File: src/rtl/ring_node_pkg.sv
package ring_node_pkg;
  localparam int DefIdW    = 3;
  localparam int DefPayW   = 8;
  localparam int DefDepth  = 4;

  // strobes from control to datapath
  typedef struct packed {
    logic fifoPush;   // accept local flit into the source queue
    logic fifoPop;    // queue head leaves on the ring this cycle
    logic selFifo;    // ring output carries the queue head
  } node_strobe_t;
endpackage

File: src/rtl/ring_node_ctrl.sv
module ring_node_ctrl
  import ring_node_pkg::*;
(
  input  logic         ringInValid,
  input  logic         destIsMe,
  input  logic         ringOutReady,
  input  logic         locOutReady,
  input  logic         locInValid,
  input  logic         fifoEmpty,
  input  logic         fifoFull,
  output logic         ringInReady,
  output logic         ringOutValid,
  output logic         locOutValid,
  output logic         locInReady,
  output node_strobe_t strobe
);
  logic transit;

  always_comb begin
    transit         = ringInValid && !destIsMe;
    // ring traffic owns the downstream link whenever present
    ringOutValid    = transit || !fifoEmpty;
    locOutValid     = ringInValid && destIsMe;
    ringInReady     = destIsMe ? locOutReady : ringOutReady;
    locInReady      = !fifoFull;
    strobe.selFifo  = !transit;
    strobe.fifoPop  = !transit && !fifoEmpty && ringOutReady;
    strobe.fifoPush = locInValid && !fifoFull;
  end
endmodule

File: src/rtl/ring_node_dp.sv
module ring_node_dp
  import ring_node_pkg::*;
#(
  parameter int NODE_ID = 2,
  parameter int ID_W    = DefIdW,
  parameter int PAY_W   = DefPayW,
  parameter int DEPTH   = DefDepth
) (
  input  logic                clk,
  input  logic                rst,
  input  logic [ID_W+PAY_W:0] ringInData,
  input  logic [ID_W+PAY_W:0] locInData,
  input  node_strobe_t        strobe,
  output logic [ID_W+PAY_W:0] ringOutData,
  output logic [ID_W+PAY_W:0] locOutData,
  output logic                destIsMe,
  output logic                fifoEmpty,
  output logic                fifoFull
);
  localparam int FLIT_W = ID_W + PAY_W + 1;
  localparam int PTR_W  = (DEPTH > 1) ? $clog2(DEPTH) : 1;
  localparam int CNT_W  = $clog2(DEPTH + 1);

  logic [FLIT_W-1:0] mem [DEPTH];
  logic [PTR_W-1:0]  wrPtr, rdPtr;
  logic [CNT_W-1:0]  count;

  function automatic logic [PTR_W-1:0] bump(input logic [PTR_W-1:0] p);
    return (p == PTR_W'(DEPTH - 1)) ? '0 : p + 1'b1;
  endfunction

  assign destIsMe  = (ringInData[FLIT_W-1 -: ID_W] == ID_W'(NODE_ID));
  assign fifoEmpty = (count == '0);
  assign fifoFull  = (count == CNT_W'(DEPTH));

  // one storage word per entry
  for (genvar g = 0; g < DEPTH; g++) begin : gEntry
    always_ff @(posedge clk) begin
      if (strobe.fifoPush && wrPtr == PTR_W'(g)) mem[g] <= locInData;
    end
  end

  always_ff @(posedge clk) begin
    if (rst) begin
      wrPtr <= '0;
      rdPtr <= '0;
      count <= '0;
    end else begin
      if (strobe.fifoPush) wrPtr <= bump(wrPtr);
      if (strobe.fifoPop)  rdPtr <= bump(rdPtr);
      case ({strobe.fifoPush, strobe.fifoPop})
        2'b10:   count <= count + 1'b1;
        2'b01:   count <= count - 1'b1;
        default: count <= count;
      endcase
    end
  end

  assign ringOutData = strobe.selFifo ? mem[rdPtr] : ringInData;
  assign locOutData  = ringInData;
endmodule

File: src/rtl/ring_node.sv
module ring_node
  import ring_node_pkg::*;
#(
  parameter int NODE_ID = 2,
  parameter int ID_W    = DefIdW,
  parameter int PAY_W   = DefPayW,
  parameter int DEPTH   = DefDepth,
  localparam int FLIT_W = ID_W + PAY_W + 1
) (
  input  logic              clk,
  input  logic              rst,
  input  logic              ringInValid,
  output logic              ringInReady,
  input  logic [FLIT_W-1:0] ringInData,
  output logic              ringOutValid,
  input  logic              ringOutReady,
  output logic [FLIT_W-1:0] ringOutData,
  input  logic              locInValid,
  output logic              locInReady,
  input  logic [FLIT_W-1:0] locInData,
  output logic              locOutValid,
  input  logic              locOutReady,
  output logic [FLIT_W-1:0] locOutData
);
  node_strobe_t strobe;
  logic destIsMe, fifoEmpty, fifoFull;

  ring_node_ctrl uCtrl (
    .ringInValid (ringInValid),
    .destIsMe    (destIsMe),
    .ringOutReady(ringOutReady),
    .locOutReady (locOutReady),
    .locInValid  (locInValid),
    .fifoEmpty   (fifoEmpty),
    .fifoFull    (fifoFull),
    .ringInReady (ringInReady),
    .ringOutValid(ringOutValid),
    .locOutValid (locOutValid),
    .locInReady  (locInReady),
    .strobe      (strobe)
  );

  ring_node_dp #(
    .NODE_ID(NODE_ID), .ID_W(ID_W), .PAY_W(PAY_W), .DEPTH(DEPTH)
  ) uDp (
    .clk        (clk),
    .rst        (rst),
    .ringInData (ringInData),
    .locInData  (locInData),
    .strobe     (strobe),
    .ringOutData(ringOutData),
    .locOutData (locOutData),
    .destIsMe   (destIsMe),
    .fifoEmpty  (fifoEmpty),
    .fifoFull   (fifoFull)
  );
endmodule

File: config.mk
export PLATFORM = sky130hd
export DESIGN_NAME = ring_node
export DESIGN_NICKNAME = d
export VERILOG_FILES = /design/src/rtl/ring_node_pkg.sv /design/src/rtl/ring_node_ctrl.sv /design/src/rtl/ring_node_dp.sv /design/src/rtl/ring_node.sv
export SDC_FILE = /design/constraint.sdc
export NUM_CORES = 1
export LEC_CHECK = 0
export BUFFER_PORTS_ARGS = -buffer_cell sky130_fd_sc_hd__buf_2
export CORE_MARGIN = 2
export CORE_UTILIZATION = 40
export CTS_CLUSTER_DIAMETER = 40
export DETAILED_ROUTE_END_ITERATION = 10
export PLACE_DENSITY = 0.71
export SLEW_MARGIN = 20
export SYNTH_ARGS = -nofsm -noshare
export SYNTH_HDL_FRONTEND = slang
export SYNTH_SLANG_ARGS = --single-unit
File: constraint.sdc
create_clock -name clk -period 2.25 [get_ports clk]
set_input_delay 0.1125 -clock clk [delete_from_list [all_inputs] [get_ports clk]]
set_output_delay 0.1125 -clock clk [all_outputs]
set_load 0.005 [all_outputs]
# After elaboration in Yosys (flattened, before gate mapping)
# Memories as Yosys holds them, arrays and structs flattened. A register that Yosys moved wholly into a read port is not among the register bits.
# Cells that the tools add are included.
[totals]
memories = 1
register_bits = 7
ramBits = 48
word_cells = 60
[memory_table]
columns = ["name", "words", "width", "rd", "rd_ports_with_merged_regs", "wr", "line", "source"]
rows = [
  ["uDp.mem", 4, 12, 1, 1, 1, "ring_node_dp.sv:24", "logic [FLIT_W-1:0] mem [DEPTH];"],
]
[classes]
reduce_logical = 20
n_eq_ne = 8
muxes = 24
addsub = 4
[op_table]
columns = ["cell", "n"]
rows = [
  ["$mux W12", 4],
  ["$reduce_or A12 Y1", 3],
  ["$mux W2", 7],
  ["$mux W1", 12],
  ["$logic_and A1 B1 Y1", 9],
  ["$eq A2 B2 Y1 const B", 4],
  ["$pmux W3 S2", 1],
  ["$add A2 B1 Y2 const B", 2],
  ["$eq A2 B1 Y1 const B", 2],
  ["$logic_not A1 Y1", 4],
  ["$add A3 B1 Y3 const B", 1],
  ["$eq A3 B2 Y1 const B", 1],
  ["$eq A3 B3 Y1 const B", 1],
  ["$logic_not A3 Y1", 1],
  ["$sub A3 B1 Y3 const B", 1],
  ["$logic_not A2 Y1", 1],
  ["$reduce_bool A2 Y1", 1],
  ["$logic_or A1 B1 Y1", 1],
]

# Longest topological paths before layout
[logic_depth]
depth_word = 10
depth_mapped = 9
ltp_nobuf = 8

# Hierarchy
# Synthesis repeated with hierarchy kept, for this count alone.
[unflattened]
hier_cells = 184
hier_area_um2 = 2612.5
[modules_own_cells]
columns = ["mod", "instances", "cells_per_inst", "area_per_inst_um2"]
rows = [
  ["ring_node_dp", 1, 177, 2557.5],
  ["ring_node_ctrl", 1, 7, 55.1],
]

# Least setup slack after synthesis
# OpenSTA, ideal clock, no wires.
[synth_path]
path_kind = "reg2reg"
start = "reg uDp.count[0]"
end = "reg uDp.count[2]"
path_stages_with_launch = 10
n_path_buf = 1
arrival_time_ns = 2.099
slack_ns = 0.081
setup_time_ns = 0.070
cell_sequence = "dfxtp_1 > or3b_1 > clkbuf_1 > nand2_1 > ha_1 > inv_1 > fa_1 > xor2_1 > or3_1 > a21oi_1"
[synth_rtl]
columns = ["element", "line", "source"]
rows = [
  ["start, declared", "ring_node_dp.sv:26", "logic [CNT_W-1:0] count;"],
  ["start signal, assigned", "ring_node_dp.sv:52", "2'b10: count <= count + 1'b1;"],
  ["start signal, assigned", "ring_node_dp.sv:53", "2'b01: count <= count - 1'b1;"],
  ["start signal, assigned", "ring_node_dp.sv:54", "default: count <= count;"],
  ["$eq A3 B3 Y1 *", "ring_node_dp.sv:34", "assign fifoFull = (count == CNT_W'(DEPTH));"],
  ["$logic_not A1 Y1 *", "-", ""],
  ["via locInReady", "ring_node.sv:19", "output logic locInReady,"],
  ["$logic_and A1 B1 Y1 *", "ring_node_ctrl.sv:28", "strobe.fifoPush = locInValid && !fifoFull;"],
  ["$eq A2 B1 Y1 / $eq A2 B2 Y1 (equally long branches)", "ring_node_dp.sv:51", "case ({strobe.fifoPush, strobe.fifoPop})"],
  ["$pmux W3 S2 / $reduce_bool A2 Y1 (equally long branches)", "-", ""],
]
# Mark *: on every way through the listed nets, which the timed path passes. The rest lies on a longest branch.
# A chain may end at the register's enable or synchronous reset.

# Worst setup path in the final report
[layout_path]
start = "reg uDp.count[0]"
end = "reg uDp.count[2]"
[layout_between]
elab_chain_len = 6
[layout_lines]
columns = ["element", "line", "source"]
rows = [
  ["$logic_not A3 Y1", "ring_node_dp.sv:33", "assign fifoEmpty = (count == '0);"],
  ["$logic_not A1 Y1", "ring_node_ctrl.sv:27", "strobe.fifoPop = !transit && !fifoEmpty && ringOutReady;"],
  ["$logic_and A1 B1 Y1 (2 in series)", "ring_node_ctrl.sv:27", ""],
  ["$eq A2 B1 Y1 / $eq A2 B2 Y1 (equally long branches)", "ring_node_dp.sv:51", ""],
  ["$pmux W3 S2 / $reduce_bool A2 Y1 (equally long branches)", "-", ""],
]
# Several ways; a longest one is shown, not always the timed one.

==> results.toml <==
[die]
dieHeight_um = 83.00
core_area_um2 = 5991
rows = 28
initial_core_util_pct = 41.67
ios = 58
die_area_um2 = 6888
die_w_um = 83.00

[setup_path]
ff2ff_path_depth = 8
r2r_slack_ns = 0.12
cp_data_arrival_time_ns = 2.37
crit_path_top_delay_cell = "or3b_1"
crit_cells = 8
slowest_delay_ns = 0.40
critical-path-top-delay-family = "simple AND/OR/NAND/NOR gates"
cp-end-kind = "register"
startpoint_type = "register"
crit_chain = "or3b_1, nand2_1, ha_2, inv_1, fa_1, xor2_1, or3_1, a21oi_1"
r2r-start = "uDp.count[0]"
cp_max_fo = 4
critical_path_required_ns = 2.50
timing.rr.end = "uDp.count[2]"
crit_start = "uDp.count[0]"
crit_type = "register to register"
crit_end = "uDp.count[2]"
crit_buf_inv = 1

[timing]
slew_headroom_pct = 56.22
fin_crit_sh_pct = 94.58
tightestPinTransition_ns = 0.6567
rsz0062_at_grt = "false"
hold_viol_final = 0
setup_viol = 0
setup_tns_ns = 0
slew_viol_final = 0
setup_ws_ns = 0.1219
fmax_ghz = 0.4699
holdWs_ns = 0.01256
finalCriticalPeriod_ns = 2.128
skew_ns = 0.004881

[yosys]
syn_inst = 150
synth_top_area_share_pct = 57.74
synth_most_common_cell = "edfxtp_1"
ys_seq_elements = 57
synthesis.nets = 187
avgSynthCellArea_um2 = 16.64
synth_seq_area_share_pct = 64.96
synth_edf_count = 48
synth_common_cells = "edfxtp_1, buf_4, mux4_2, dfxtp_1, mux2_2"
netlist-cell-type-count = 28
synthArstFlopShare_pct = 0
synth_area_um2 = 2496
yosysTopAreaCell = "edfxtp_1"
ys.flop_type = "edfxtp_1"
yosys_warnings = 0
synth.area.top_cells = "edfxtp_1, mux4_2, dfxtp_1, buf_4, mux2_2"

[grt]
grt_max_degree = 13
antenna_found_initial = 0
grt_overflow = 0
grt_pass1_wl_mm = 6.617
grt_pass1_vias = 1345
grt_usage_pct = 12.56

[status]
status = "complete, no violations"

[final_layout]
drive_above_1_share_pct = 46.70
syn_to_final_growth_pct = 18.85
num_antenna_cells = 0
layout.nets = 244
nFillCells = 510

[place]
portBuffers = 57
post-dp-hpwl_mm = 2.865
preCtsSetupSlack_ns = 0.003503
place_congestion = 0.7417

[power]
p_per_area_nw_per_um2 = 832.0
total_power_w = 0.002468
irDropWorstVdd_v = 0.0003114
power_leakage_nw = 1.134

[clocking]
cts_tree = "yes"
clockBufferDepth = 2
cts.clk_slew.worst_paths_ns = 0.06
htree_levels = 3
clockRootBuffer = "clkbuf_8"
worstSkewPairLatency_ns = 0.32
clock-sinks = 57
cts_inserted_buffers = 9
post-cts-setup-buffers = 0

[drt]
via_count = 1367
dr.pass1.iters = 4
drc = 0
drt_iter0_markers = 78
wl_per_cell_um = 14.17
postRouteAntennaNets = 0
vias_per_cell = 4.763
routed_wl_mm = 4.066

[min_path]
hold_depth = 1
hold_path.class = "primary input to register"

[run]
maxCapViolCount = 0
==> stage by stage <==
stage | utilization [%] | instances | cell area (µm²)
global placement | 46.74 | 270 | 2800
global route | 49.52 | 287 | 2967
floorplan | - | 150 | 2496
detailed placement | 46.74 | 270 | 2800
CTS | 49.31 | 286 | 2954
finish | 49.52 | 287 | 2967
==> where the power goes <==
part / internal, W / leakage, nW / switching (W)
logic: 0.000245 / 0.538 / 0.000216
clock network: 0.000386 / 0.0819 / 0.000353
registers: 0.00123 / 0.514 / 0.0000358
==> layer usage <==
metal	part of all wire (%)	vias to the layer above	GRT usage, %	routed length [µm]
met5	0	-	0	0
li1	-	672	-	-
met3	4.0	7	3.678	162
met1	44	655	15.25	1806
met4	1.3	0	5.812	53
met2	50	33	20.67	2044
==> placed cells by master (no fill, tap or decap) <==
cell type       n
mux2_2          9
o21ai_0         1
clkbuf_1        2
buf_4           6
xor2_1          2
nand2_1         3
a211oi_4        1
buf_2          57
nor2_1          5
or3b_1          1
mux4_2         12
inv_1           8
edfxtp_1       48
a22o_1          2
or3_1           1
nand2b_1        2
a21o_1          2
nor3_1          2
or3b_4          1
clkbuf_8        9
nor2b_1         1
mux2i_1         1
dfxtp_1         9
and3_1          4
mux2_1          2
ha_1            5
clkinv_1        2
ha_2            1
fa_1            1
nand3_1         2
clkinv_2        3
dlygate4sd3_1   1
a21oi_1         6
==> flip-flops by register name, indices dropped and copies added, names as in the netlist, named ones only <==
name / cells
uDp.wrPtr: 2
uDp.count: 3
uDp.rdPtr: 2
uDp.mem: 48
==> worst min-delay path by stage <==
stage,slack (ns),endpoint,startpoint
global placement,0.33,uDp.mem[2][4],locInData[4]
floorplan,0.21,uDp.mem[0][0],locInData[0]
CTS,0.002,uDp.mem[1][10],locInData[10]
detailed placement,0.33,uDp.mem[0][2],locInData[2]
global route,0.004,uDp.mem[0][7],locInData[7]
finish,0.01,uDp.mem[0][7],locInData[7]
==> final cells by class <==
cell class	count	area, µm²	area share (%)
Tap cell	75	93.84	3.163
Clock buffer	11	131.4	4.429
Inverter	8	30.03	1.012
Timing Repair Buffer	64	340.3	11.47
Multi-Input combinational cell	67	726.9	24.50
Clock inverter	5	22.52	0.7592
Sequential cell	57	1622	54.66
==> kinds of logic (layout without fill, tap and decap cells) <==
kind of cell | count (synthesis) | after routing | synth area share, %
muxes | 24 | 24 | 16.19
adders and majority gates | 7 | 7 | 3.809
buffers and inverters | 26 | 88 | 6.015
AOI/OAI and AO/OA | 12 | 12 | 3.509
DFF | 57 | 57 | 64.96
xor gates and xnor gates | 2 | 2 | 0.7019
and+or+nand+nor | 22 | 22 | 4.812
==> timing repair <==
action	CTS	global route
setup endpoints to repair	0	1
hold buffers	0	1
gates resized for setup	0	1
endpoints found under the hold margin	0	3
No activity file was read; power rests on OpenSTA's default activity.
